### src/rtl/dram_seq_pkg.sv
package dram_seq_pkg;
  typedef enum logic [2:0] {
    CMD_NOP = 3'd0,
    CMD_ACT = 3'd1,
    CMD_PRE = 3'd2,
    CMD_RD  = 3'd3,
    CMD_WR  = 3'd4
  } cmd_e;

  typedef enum logic [1:0] {
    CLS_HIT   = 2'd0,
    CLS_EMPTY = 2'd1,
    CLS_MISS  = 2'd2
  } cls_e;

  typedef enum logic [1:0] {
    ST_IDLE,
    ST_ACT_WAIT,
    ST_COL_WAIT
  } seq_st_e;
endpackage

### src/rtl/dram_bank_track.sv
module dram_bank_track
  import dram_seq_pkg::*;
#(
  parameter int ROW_W = 8,
  parameter int T_RP  = 6,
  parameter int T_RTP = 4
) (
  input  logic             clk_i,
  input  logic             rst_ni,
  input  logic             sel_i,
  input  cmd_e             cmd_i,
  input  logic [ROW_W-1:0] row_i,
  input  logic             ap_i,
  output logic             open_o,
  output logic [ROW_W-1:0] row_o,
  output logic             act_ok_o,
  output logic             pre_ok_o
);
  localparam int CNT_MAX = T_RTP + T_RP;
  localparam int CW      = $clog2(CNT_MAX + 1);

  logic             open_q;
  logic [ROW_W-1:0] row_q;
  logic [CW-1:0]    act_cnt_q, pre_cnt_q;

  always_ff @(posedge clk_i or negedge rst_ni) begin
    if (!rst_ni) begin
      open_q    <= 1'b0;
      row_q     <= '0;
      act_cnt_q <= '0;
      pre_cnt_q <= '0;
    end else begin
      if (act_cnt_q != '0) act_cnt_q <= act_cnt_q - CW'(1);
      if (pre_cnt_q != '0) pre_cnt_q <= pre_cnt_q - CW'(1);
      if (sel_i) begin
        unique case (cmd_i)
          CMD_ACT: begin
            open_q <= 1'b1;
            row_q  <= row_i;
          end
          CMD_PRE: begin
            open_q    <= 1'b0;
            act_cnt_q <= CW'(T_RP - 1);
          end
          CMD_RD, CMD_WR: begin
            pre_cnt_q <= CW'(T_RTP - 1);
            if (ap_i) begin
              // internal precharge after T_RTP, idle after a further T_RP
              open_q    <= 1'b0;
              act_cnt_q <= CW'(T_RTP + T_RP - 1);
            end
          end
          default: ;
        endcase
      end
    end
  end

  assign open_o   = open_q;
  assign row_o    = row_q;
  assign act_ok_o = (act_cnt_q == '0);
  assign pre_ok_o = (pre_cnt_q == '0);

  // Activate only to a closed, recovered bank
  p_act_closed_r3: assert property (@(posedge clk_i) disable iff (!rst_ni)
    (sel_i && cmd_i == CMD_ACT) |-> (!open_q && act_cnt_q == '0));

  // Precharge only to an open bank past read-to-precharge spacing
  p_pre_spacing_r8: assert property (@(posedge clk_i) disable iff (!rst_ni)
    (sel_i && cmd_i == CMD_PRE) |-> (open_q && pre_cnt_q == '0));

  // column command only to the open row
  p_col_row_r2: assert property (@(posedge clk_i) disable iff (!rst_ni)
    (sel_i && (cmd_i == CMD_RD || cmd_i == CMD_WR)) |-> (open_q && row_q == row_i));
endmodule

### src/rtl/dram_rd_pipe.sv
module dram_rd_pipe #(
  parameter int T_CL = 6
) (
  input  logic clk_i,
  input  logic rst_ni,
  input  logic rd_i,
  output logic rd_valid_o
);
  logic [T_CL-1:0] pipe_q;

  generate
    if (T_CL == 1) begin : g_one
      always_ff @(posedge clk_i or negedge rst_ni) begin
        if (!rst_ni) pipe_q <= '0;
        else         pipe_q <= rd_i;
      end
    end else begin : g_shift
      always_ff @(posedge clk_i or negedge rst_ni) begin
        if (!rst_ni) pipe_q <= '0;
        else         pipe_q <= {pipe_q[T_CL-2:0], rd_i};
      end
    end
  endgenerate

  assign rd_valid_o = pipe_q[T_CL-1];
endmodule

### src/rtl/dram_seq_ctrl.sv
module dram_seq_ctrl
  import dram_seq_pkg::*;
#(
  parameter int NB    = 4,
  parameter int BW    = 2,
  parameter int ROW_W = 8,
  parameter int COL_W = 6,
  parameter int T_RCD = 6,
  parameter int T_RP  = 6,
  parameter int T_CCD = 4
) (
  input  logic             clk_i,
  input  logic             rst_ni,
  input  logic             req_valid_i,
  output logic             req_ready_o,
  input  logic             req_write_i,
  input  logic             req_autopre_i,
  input  logic [BW-1:0]    req_bank_i,
  input  logic [ROW_W-1:0] req_row_i,
  input  logic [COL_W-1:0] req_col_i,
  output cls_e             cls_o,
  input  logic [NB-1:0]    open_i,
  input  logic [ROW_W-1:0] open_row_i [NB],
  input  logic [NB-1:0]    act_ok_i,
  input  logic [NB-1:0]    pre_ok_i,
  output cmd_e             cmd_o,
  output logic [BW-1:0]    cmd_bank_o,
  output logic [ROW_W-1:0] cmd_row_o,
  output logic [COL_W-1:0] cmd_col_o,
  output logic             cmd_ap_o
);
  localparam int WMAX = (T_RCD > T_RP) ? T_RCD : T_RP;
  localparam int WW   = $clog2(WMAX + 1);
  localparam int CCW  = $clog2(T_CCD + 1);

  seq_st_e          st_q, st_d;
  logic [WW-1:0]    wcnt_q, wcnt_d;
  logic [CCW-1:0]   ccd_q;
  logic             ccd_ok;
  logic             ld;
  logic             lat_we, lat_ap;
  logic [BW-1:0]    lat_bank;
  logic [ROW_W-1:0] lat_row;
  logic [COL_W-1:0] lat_col;
  cls_e             cls_w;
  logic             col_issue;

  assign ccd_ok = (ccd_q == '0);

  always_comb begin
    if (!open_i[req_bank_i])                          cls_w = CLS_EMPTY;
    else if (open_row_i[req_bank_i] == req_row_i)     cls_w = CLS_HIT;
    else                                              cls_w = CLS_MISS;
  end
  assign cls_o = cls_w;

  always_comb begin
    st_d        = st_q;
    wcnt_d      = (wcnt_q != '0) ? wcnt_q - WW'(1) : '0;
    ld          = 1'b0;
    req_ready_o = 1'b0;
    cmd_o       = CMD_NOP;
    cmd_bank_o  = lat_bank;
    cmd_row_o   = lat_row;
    cmd_col_o   = lat_col;
    cmd_ap_o    = 1'b0;
    unique case (st_q)
      ST_IDLE: begin
        unique case (cls_w)
          CLS_HIT:   req_ready_o = ccd_ok;
          CLS_EMPTY: req_ready_o = act_ok_i[req_bank_i];
          default:   req_ready_o = pre_ok_i[req_bank_i];
        endcase
        if (req_valid_i && req_ready_o) begin
          ld         = 1'b1;
          cmd_bank_o = req_bank_i;
          cmd_row_o  = req_row_i;
          cmd_col_o  = req_col_i;
          unique case (cls_w)
            CLS_HIT: begin
              cmd_o    = req_write_i ? CMD_WR : CMD_RD;
              cmd_ap_o = req_autopre_i;
            end
            CLS_EMPTY: begin
              cmd_o  = CMD_ACT;
              st_d   = ST_COL_WAIT;
              wcnt_d = WW'(T_RCD - 1);
            end
            default: begin
              cmd_o  = CMD_PRE;
              st_d   = ST_ACT_WAIT;
              wcnt_d = WW'(T_RP - 1);
            end
          endcase
        end
      end
      ST_ACT_WAIT: begin
        if (wcnt_q == '0 && act_ok_i[lat_bank]) begin
          cmd_o  = CMD_ACT;
          st_d   = ST_COL_WAIT;
          wcnt_d = WW'(T_RCD - 1);
        end
      end
      ST_COL_WAIT: begin
        if (wcnt_q == '0 && ccd_ok) begin
          cmd_o    = lat_we ? CMD_WR : CMD_RD;
          cmd_ap_o = lat_ap;
          st_d     = ST_IDLE;
        end
      end
      default: st_d = ST_IDLE;
    endcase
  end

  assign col_issue = (cmd_o == CMD_RD) || (cmd_o == CMD_WR);

  always_ff @(posedge clk_i or negedge rst_ni) begin
    if (!rst_ni) begin
      st_q     <= ST_IDLE;
      wcnt_q   <= '0;
      ccd_q    <= '0;
      lat_we   <= 1'b0;
      lat_ap   <= 1'b0;
      lat_bank <= '0;
      lat_row  <= '0;
      lat_col  <= '0;
    end else begin
      st_q   <= st_d;
      wcnt_q <= wcnt_d;
      if (col_issue)          ccd_q <= CCW'(T_CCD - 1);
      else if (ccd_q != '0)   ccd_q <= ccd_q - CCW'(1);
      if (ld) begin
        lat_we   <= req_write_i;
        lat_ap   <= req_autopre_i;
        lat_bank <= req_bank_i;
        lat_row  <= req_row_i;
        lat_col  <= req_col_i;
      end
    end
  end

  // a sequence in progress never reports acceptance of a new request
  p_busy_holds_r10: assert property (@(posedge clk_i) disable iff (!rst_ni)
    (cmd_o == CMD_PRE) |=> !req_ready_o);
endmodule

### src/rtl/dram_page_seq.sv
module dram_page_seq
  import dram_seq_pkg::*;
#(
  parameter int BANK_W = 2,
  parameter int ROW_W  = 8,
  parameter int COL_W  = 6,
  parameter int T_CL   = 6,
  parameter int T_RCD  = 6,
  parameter int T_RP   = 6,
  parameter int T_RTP  = 4,
  parameter int T_CCD  = 4
) (
  input  logic              clk_i,
  input  logic              rst_ni,
  input  logic              req_valid_i,
  output logic              req_ready_o,
  input  logic              req_write_i,
  input  logic              req_autopre_i,
  input  logic [BANK_W-1:0] req_bank_i,
  input  logic [ROW_W-1:0]  req_row_i,
  input  logic [COL_W-1:0]  req_col_i,
  output logic [1:0]        acc_class_o,
  output logic [2:0]        cmd_o,
  output logic [BANK_W-1:0] cmd_bank_o,
  output logic [ROW_W-1:0]  cmd_row_o,
  output logic [COL_W-1:0]  cmd_col_o,
  output logic              cmd_autopre_o,
  output logic              rd_valid_o
);
  localparam int NB  = 1 << BANK_W;
  localparam int GW  = $clog2(T_CCD + 1);
  localparam int OW  = $clog2(T_CL + 2);

  cmd_e             cmd_w;
  cls_e             cls_w;
  logic [NB-1:0]    open_w, act_ok_w, pre_ok_w;
  logic [ROW_W-1:0] open_row_w [NB];

  dram_seq_ctrl #(
    .NB(NB), .BW(BANK_W), .ROW_W(ROW_W), .COL_W(COL_W),
    .T_RCD(T_RCD), .T_RP(T_RP), .T_CCD(T_CCD)
  ) u_ctrl (
    .clk_i        (clk_i),
    .rst_ni       (rst_ni),
    .req_valid_i  (req_valid_i),
    .req_ready_o  (req_ready_o),
    .req_write_i  (req_write_i),
    .req_autopre_i(req_autopre_i),
    .req_bank_i   (req_bank_i),
    .req_row_i    (req_row_i),
    .req_col_i    (req_col_i),
    .cls_o        (cls_w),
    .open_i       (open_w),
    .open_row_i   (open_row_w),
    .act_ok_i     (act_ok_w),
    .pre_ok_i     (pre_ok_w),
    .cmd_o        (cmd_w),
    .cmd_bank_o   (cmd_bank_o),
    .cmd_row_o    (cmd_row_o),
    .cmd_col_o    (cmd_col_o),
    .cmd_ap_o     (cmd_autopre_o)
  );

  for (genvar b = 0; b < NB; b++) begin : g_bank
    dram_bank_track #(
      .ROW_W(ROW_W), .T_RP(T_RP), .T_RTP(T_RTP)
    ) u_track (
      .clk_i   (clk_i),
      .rst_ni  (rst_ni),
      .sel_i   (cmd_bank_o == BANK_W'(b)),
      .cmd_i   (cmd_w),
      .row_i   (cmd_row_o),
      .ap_i    (cmd_autopre_o),
      .open_o  (open_w[b]),
      .row_o   (open_row_w[b]),
      .act_ok_o(act_ok_w[b]),
      .pre_ok_o(pre_ok_w[b])
    );
  end

  dram_rd_pipe #(.T_CL(T_CL)) u_rd_pipe (
    .clk_i     (clk_i),
    .rst_ni    (rst_ni),
    .rd_i      (cmd_w == CMD_RD),
    .rd_valid_o(rd_valid_o)
  );

  assign cmd_o       = cmd_w;
  assign acc_class_o = cls_w;

  // checker state: cycles since last column command, reads outstanding
  logic          col_w;
  logic [GW-1:0] col_gap_q;
  logic [OW-1:0] rd_out_q;

  assign col_w = (cmd_w == CMD_RD) || (cmd_w == CMD_WR);

  always_ff @(posedge clk_i or negedge rst_ni) begin
    if (!rst_ni) begin
      col_gap_q <= GW'(T_CCD);
      rd_out_q  <= '0;
    end else begin
      if (col_w)                         col_gap_q <= GW'(1);
      else if (col_gap_q < GW'(T_CCD))   col_gap_q <= col_gap_q + GW'(1);
      if ((cmd_w == CMD_RD) && !rd_valid_o)      rd_out_q <= rd_out_q + OW'(1);
      else if ((cmd_w != CMD_RD) && rd_valid_o)  rd_out_q <= rd_out_q - OW'(1);
    end
  end

  // column commands spaced by at least T_CCD
  p_ccd_gap_r6: assert property (@(posedge clk_i) disable iff (!rst_ni)
    col_w |-> (col_gap_q >= GW'(T_CCD)));

  // a data strobe always has an issued Read behind it
  p_rd_due_r9: assert property (@(posedge clk_i) disable iff (!rst_ni)
    rd_valid_o |-> (rd_out_q != '0));
endmodule

### config.mk
export PLATFORM = sky130hd
export DESIGN_NAME = dram_page_seq
export DESIGN_NICKNAME = d
export VERILOG_FILES = /design/src/rtl/dram_seq_pkg.sv /design/src/rtl/dram_bank_track.sv /design/src/rtl/dram_rd_pipe.sv /design/src/rtl/dram_seq_ctrl.sv /design/src/rtl/dram_page_seq.sv
export SDC_FILE = /design/constraint.sdc
export NUM_CORES = 1
export LEC_CHECK = 0
export CAP_MARGIN = 10
export CORE_UTILIZATION = 55
export DETAILED_ROUTE_END_ITERATION = 10
export PLACE_DENSITY = 0.86
export SYNTH_ARGS = -nofsm -noshare
export SYNTH_HDL_FRONTEND = slang
export SYNTH_SLANG_ARGS = --single-unit
export TNS_END_PERCENT = 1
### constraint.sdc
create_clock -name clk_i -period 6.2 [get_ports clk_i]
set_input_delay 1.24 -clock clk_i [delete_from_list [all_inputs] [get_ports clk_i]]
set_output_delay 1.24 -clock clk_i [all_outputs]
set_load 0.01 [all_outputs]
==> results.json, run 1 <==
{
  "status": "finished clean",
  "setup_viol": 0,
  "netlist_instances": 447,
  "hold_viol_final": 0,
  "final_max_slew_viol_count": 0,
  "crit_fanout": 16,
  "timing.final.crit_share": 0.959,
  "synth_cell_type_count": 45,
  "port_buffers": 44,
  "p_leak_uw": 0.00268,
  "fin_hold_ws_ns": 0.356,
  "ant_nets": 0,
  "drt_pre_antenna_iters": 5,
  "period_needed_ns": 5.94,
  "synth-seq-cells": 100,
  "start_util": 0.577,
  "grt_max_degree": 70,
  "rsz0062_at_grt": "no",
  "yosys_warnings": 0,
  "seqCellArea_um2": 2500,
  "clk-insertion-delay-late_ns": 0.37,
  "n_fill_cell": 622,
  "hp-class": "flip-flop to flip-flop",
  "tightest_slew_ns": 0.878,
  "cts_made_buffers": 9,
  "routed_wl_um": 11000,
  "cts_tree": "yes",
  "worst_r2r_startpoint": "g_bank[0].u_track.pre_cnt_q[0]",
  "vias": 3690,
  "crit_path_start_kind": "input pin",
  "worstHoldEndpoint": "u_rd_pipe.pipe_q[5]",
  "worstHoldStart": "u_rd_pipe.pipe_q[4]",
  "n_antenna_cell": 0,
  "cts_resized": 0,
  "placed_cells": 598,
  "reg2reg_depth": 11,
  "syn_area_um2": 5130,
  "drc": 0,
  "syn-mean-instance-area_um2": 11.5,
  "tns_ns": 0,
  "layout_commonest_cell": "dfrtp_1",
  "cts_buffer_depth": 2,
  "hold-path-cell-count": 0,
  "clock_skew_ns": 0.0147,
  "fp.dieW_um": 98.6,
  "multi_input_area_um2": 2470,
  "gp_congestion": 0.872,
  "antenna_found_initial": 0,
  "first_iter_violations": 280,
  "grt_pass1_wl_um": 18800,
  "ctsHtreeMaxLevel": 3,
  "final_cell_mix": "dfrtp_1, nand2_1, mux2_2",
  "hpwl_um": 7880,
  "r2r_slack_ns": 2.12,
  "crit_required_ns": 4.96,
  "io_pins": 45,
  "area_growth_pct": 15.8,
  "total_power_uw": 2830,
  "peakVddDrop_mv": 0.208,
  "p_per_area_nw_per_um2": 476,
  "grt_use_total": 0.249,
  "cts_sinks": 100,
  "grt_pass1_vias": 3881,
  "maxCapViolCount": 0,
  "fmax_mhz": 168,
  "synth-seq-area-share": 0.487,
  "crit_path_end_kind": "primary output",
  "critical_path_arrival_ns": 4.70,
  "grt_overflow": 0,
  "cts_setup_buffers": 0,
  "die_y_um": 98.6,
  "rows": 34,
  "syn_nets": 482,
  "worstSetupPathType": "input pin to primary output",
  "drive_gt1_frac": 0.194,
  "coreArea_um2": 8890,
  "timing.rr.end": "g_bank[1].u_track.row_o[2]",
  "dieArea_um2": 9720,
  "wl_per_cell_um": 17.9,
  "hold_buffers": 0,
  "slew_headroom": 0.415,
  "instances_no_fill": 614,
  "cts.reportedPaths.clkPinSlew_ns": 0.10,
  "root_buffer": "clkbuf_8",
  "final_util": 0.669,
  "vias_per_cell": 6.01,
  "nets": 537
}
routing by layer:
metal	track usage	up-vias	routed length, µm
met2	0.432	123	5700
li1	-	1685	-
met5	0	-	0
met1	0.320	1861	4580
met3	0.0440	21	557
met4	0.0769	0	159
logic make-up after synthesis:
group / after synthesis / share of synthesized area
AOI/OAI and AO/OA: 68 / 0.0977
xor gates and xnor gates: 29 / 0.0495
adders and majority gates: 14 / 0.0341
buffers and inverters: 39 / 0.0322
DFF: 100 / 0.487
muxes: 68 / 0.172
and+or+nand+nor: 129 / 0.127
metrics by stage:
stage	cell area [µm²]	setup WS, ns
global placement	5720	0.353
floorplan	5130	1.15
global route	5940	0.0483
finish	5940	0.256
CTS	5920	0.191
detailed placement	5720	0.207
final cells by class:
class | instances | area share
Clock buffer | 9 | 0.0208
Clock inverter | 6 | 0.0133
Inverter | 28 | 0.0177
Multi-Input combinational cell | 308 | 0.415
Sequential cell | 100 | 0.421
Tap cell | 108 | 0.0227
Timing Repair Buffer | 55 | 0.0897
worst max-delay path by stage:
stage | from | cells past startpoint | end | slack, ns
after CTS | req_bank_i[0] | 10 | cmd_row_o[1] | 0.19
after global routing | req_bank_i[0] | 11 | cmd_row_o[5] | 0.05
final | req_bank_i[0] | 10 | cmd_col_o[0] | 0.26
after global placement | req_bank_i[0] | 10 | cmd_row_o[4] | 0.35
after floorplan | req_bank_i[0] | 10 | cmd_col_o[0] | 1.15
after detailed placement | req_bank_i[0] | 10 | cmd_row_o[5] | 0.21
cell usage after synthesis, drive strengths merged:
master  instances  area (µm²)
dfrtp         100        2500
nand2          57         214
mux2           50         563
xnor2          29         254
inv            27         101
nor3           18         128
nor2           17        63.8
o21ai          17        85.1
ha             14         175
mux4           11         248
o21a           10        75.1
a211oi          8        60.1
nor3b           8        60.1
buf             7        45.0
mux2i           7        70.1
a21oi           6        41.3
nand2b          6        37.5
nand3           6        30.0
a211o           5        43.8
o31ai           5        37.5
a21o            4        30.0
and2            4        25.0
clkbuf          4        15.0
or3             4        25.0
nor2b           3        18.8
o221ai          3        26.3
and3            2        12.5
nand4           2        25.0
o311a           2        20.0
a21boi          1        7.51
clkinv          1        3.75
nand4b          1        8.76
nor4            1        6.26
o211ai          1        7.51
o21ba           1        10.0
o21bai          1        7.51
o22a            1        8.76
o22ai           1        6.26
o311ai          1        26.3
o32ai           1        8.76
power breakdown:
group	internal (µW)	total [µW]	switching (µW)
Sequential	921	1090	171
Combinational	661	1300	643
Clock	195	436	241
Total	1780	2830	1060
worst max-delay path: stages:
cell             delay [ns]
clkdlybuf4s50_1        0.47
buf_4                  0.27
mux4_2                 0.55
xnor2_1                0.21
nand4_2                0.22
nor3_2                 0.41
o311a_1                0.26
buf_4                  0.23
mux2_2                 0.36
clkdlybuf4s50_1        0.48
registers in the layout (all words and copies together), names as in the netlist:
register and count:
g_bank.u_track.row_o 32, g_bank.u_track.act_cnt_q 16, g_bank.u_track.pre_cnt_q 16, u_ctrl.lat_row 8, u_ctrl.lat_col 6, u_rd_pipe.pipe_q 6
g_bank.u_track.open_o 4, u_ctrl.ccd_q 3, u_ctrl.wcnt_q 3, u_ctrl.lat_bank 2, u_ctrl.st_q 2, u_ctrl.lat_ap 1
u_ctrl.lat_we 1
No activity file was read; power rests on OpenSTA's default activity.
==> run 2: changes to the inputs <==
CORE_ASPECT_RATIO = 0.75   (was unset)
SKIP_LAST_GASP = 1   (was unset)
==> run 2 against run 1 <==
Against the previous run: die area is essentially flat; worst setup slack lost 0.045 ns; first-iteration DRC count shrank 14%; worst hold slack lost 0.0011 ns; non-clock buffer count grew 1; flip-flop and latch count is the same; combinational power is essentially flat; register-to-register slack lost 0.11 ns; final cell count grew 3.6%; sequential power is essentially flat; largest cell class unchanged; highest routed layer unchanged.
==> results.json, run 2 (synthesis results as in run 1) <==
{
  "grt_pass1_vias": 3659,
  "grt_pass1_wl_um": 17800,
  "crit_family": "buffers and inverters",
  "placed_cell_area_um2": 5790,
  "period_needed_ns": 5.99,
  "antenna_found_initial": 0,
  "first_iter_violations": 241,
  "coreArea_um2": 9050,
  "maxCapViolCount": 0,
  "crit_path_start_kind": "input pin",
  "n_fill_cell": 638,
  "clock_skew_ns": 0.00801,
  "setup_viol": 0,
  "grt_max_degree": 52,
  "gp_congestion": 0.855,
  "io_pins": 45,
  "dieArea_um2": 9730,
  "area_growth_pct": 18.2,
  "grt_overflow": 0,
  "total_power_uw": 2920,
  "grt_use_total": 0.240,
  "crit_fanout": 25,
  "worst_r2r_startpoint": "g_bank[2].u_track.pre_cnt_q[0]",
  "cts_tree": "yes",
  "tns_ns": 0,
  "critical_path_arrival_ns": 4.75,
  "start_util": 0.567,
  "clk-insertion-delay-late_ns": 0.35,
  "drc": 0,
  "rows": 30,
  "n_antenna_cell": 0,
  "die_y_um": 85.7,
  "cts.reportedPaths.clkPinSlew_ns": 0.06,
  "reg2reg_depth": 10,
  "instances_no_fill": 636,
  "peakVddDrop_mv": 0.253,
  "crit_required_ns": 4.96,
  "hp-class": "flip-flop to flip-flop",
  "nets": 538,
  "ctsHtreeMaxLevel": 3,
  "p_leak_uw": 0.00273,
  "hold_buffers": 0,
  "stdcell_area_um2": 6070,
  "tightest_slew_ns": 0.930,
  "largest_reg_flops": 32,
  "timing.rr.end": "g_bank[1].u_track.row_o[7]",
  "hold-path-cell-count": 0,
  "final_cell_mix": "dfrtp_1, nand2_1, mux2_2",
  "port_buffers": 44,
  "fin_hold_ws_ns": 0.355,
  "cts_sinks": 100,
  "cts_buffer_depth": 2,
  "hpwl_um": 7840,
  "worstHoldStart": "u_rd_pipe.pipe_q[1]",
  "drt_pre_antenna_iters": 5,
  "layout_commonest_cell": "dfrtp_1",
  "worstHoldEndpoint": "u_rd_pipe.pipe_q[2]",
  "cts_made_buffers": 9,
  "fmax_mhz": 167,
  "seqCellArea_um2": 2500,
  "timing.final.crit_share": 0.966,
  "fp.dieW_um": 114,
  "root_buffer": "clkbuf_16",
  "wl_per_cell_um": 17.1,
  "routed_wl_um": 10900,
  "hold_viol_final": 0,
  "p_per_area_nw_per_um2": 481,
  "cpPeakStageDelay_ns": 0.60,
  "cp.buffers_inverters": 3,
  "multi_input_area_um2": 2470,
  "status": "finished clean",
  "drive_gt1_frac": 0.197,
  "crit_chain": "clkdlybuf4s50_1 -> buf_12 -> mux4_2 -> xnor2_1 -> nand4_2 -> nor3_2 -> o311a_2 -> nand2_1 -> nand2_1 -> clkdlybuf4s50_1",
  "slew_headroom": 0.377,
  "placed_cells": 620,
  "worstSetupPathType": "input pin to primary output",
  "vias": 3650,
  "r2r_slack_ns": 2.01,
  "vias_per_cell": 5.74,
  "rsz0062_at_grt": "no",
  "slowest_stage": "o311a_2",
  "cts_setup_buffers": 0,
  "cts_resized": 1,
  "ant_nets": 0,
  "crit_path_end_kind": "primary output",
  "final_max_slew_viol_count": 0
}
-- run 2: changes by cell type in the layout (fill, tap and decap cells not counted) --
cell,previous run,this run
clkbuf_1,0,1
inv_8,2,1
clkinvlp_4,0,1
clkinv_2,0,1
clkbuf_8,9,0
buf_12,1,2
clkinv_4,0,3
clkbuf_16,0,9
o311a_1,2,1
bufinv_16,1,0
o311a_2,0,1
inv_6,3,0
-- run 2: per-stage QoR --
stage | utilization | worst slack (ns)
global route | 0.671 | 0.0328
floorplan | - | 1.15
finish | 0.671 | 0.211
global placement | 0.640 | 0.0682
detailed placement | 0.640 | -0.0897
CTS | 0.671 | 0.273
-- run 2: layout make-up --
| type | instances | area share |
|---|---|---|
| flip-flops and latches | 100 | 0.412 |
| clock inverters | 6 | 0.00825 |
| inverters | 28 | 0.0173 |
| repair buffers | 56 | 0.0912 |
| clock buffers | 10 | 0.0377 |
| multi-input cells | 308 | 0.407 |
| well taps | 128 | 0.0264 |
-- run 2: report_power, final --
group          total, µW  leakage (µW)  internal, µW  switching [µW]
Combinational       1300       0.00133           663             637
Sequential          1090       0.00126           923             170
Clock                524      0.000135           276             247
-- run 2: worst reg2reg max path: stages, from the launching register on --
cell and delay (ns):
dfrtp_1 0.38, inv_1 0.09, ha_1 0.18, nor3b_1 0.65, mux4_2 0.39, o21a_1 0.24, o311a_2 0.58, a21oi_4 0.14
buf_4 0.22, nor3_2 0.78, mux2_2 0.42
-- run 2: how the worst max path moves through the flow --
stage          cells past startpoint          start            to
2_1_floorplan                     10  req_bank_i[0]  cmd_col_o[0]
3_3_place_gp                      10  req_bank_i[0]  cmd_row_o[6]
3_5_place_dp                      10  req_bank_i[0]  cmd_row_o[0]
4_1_cts                           10  req_bank_i[0]  cmd_row_o[6]
5_1_grt                           10  req_bank_i[0]  cmd_row_o[6]
6_report                          10  req_bank_i[0]  cmd_row_o[6]
-- run 2: metal layers --
metal,GRT usage,wire [µm]
met4,0.0837,204
met2,0.369,5130
met1,0.335,4810
met5,0,0
met3,0.0608,725
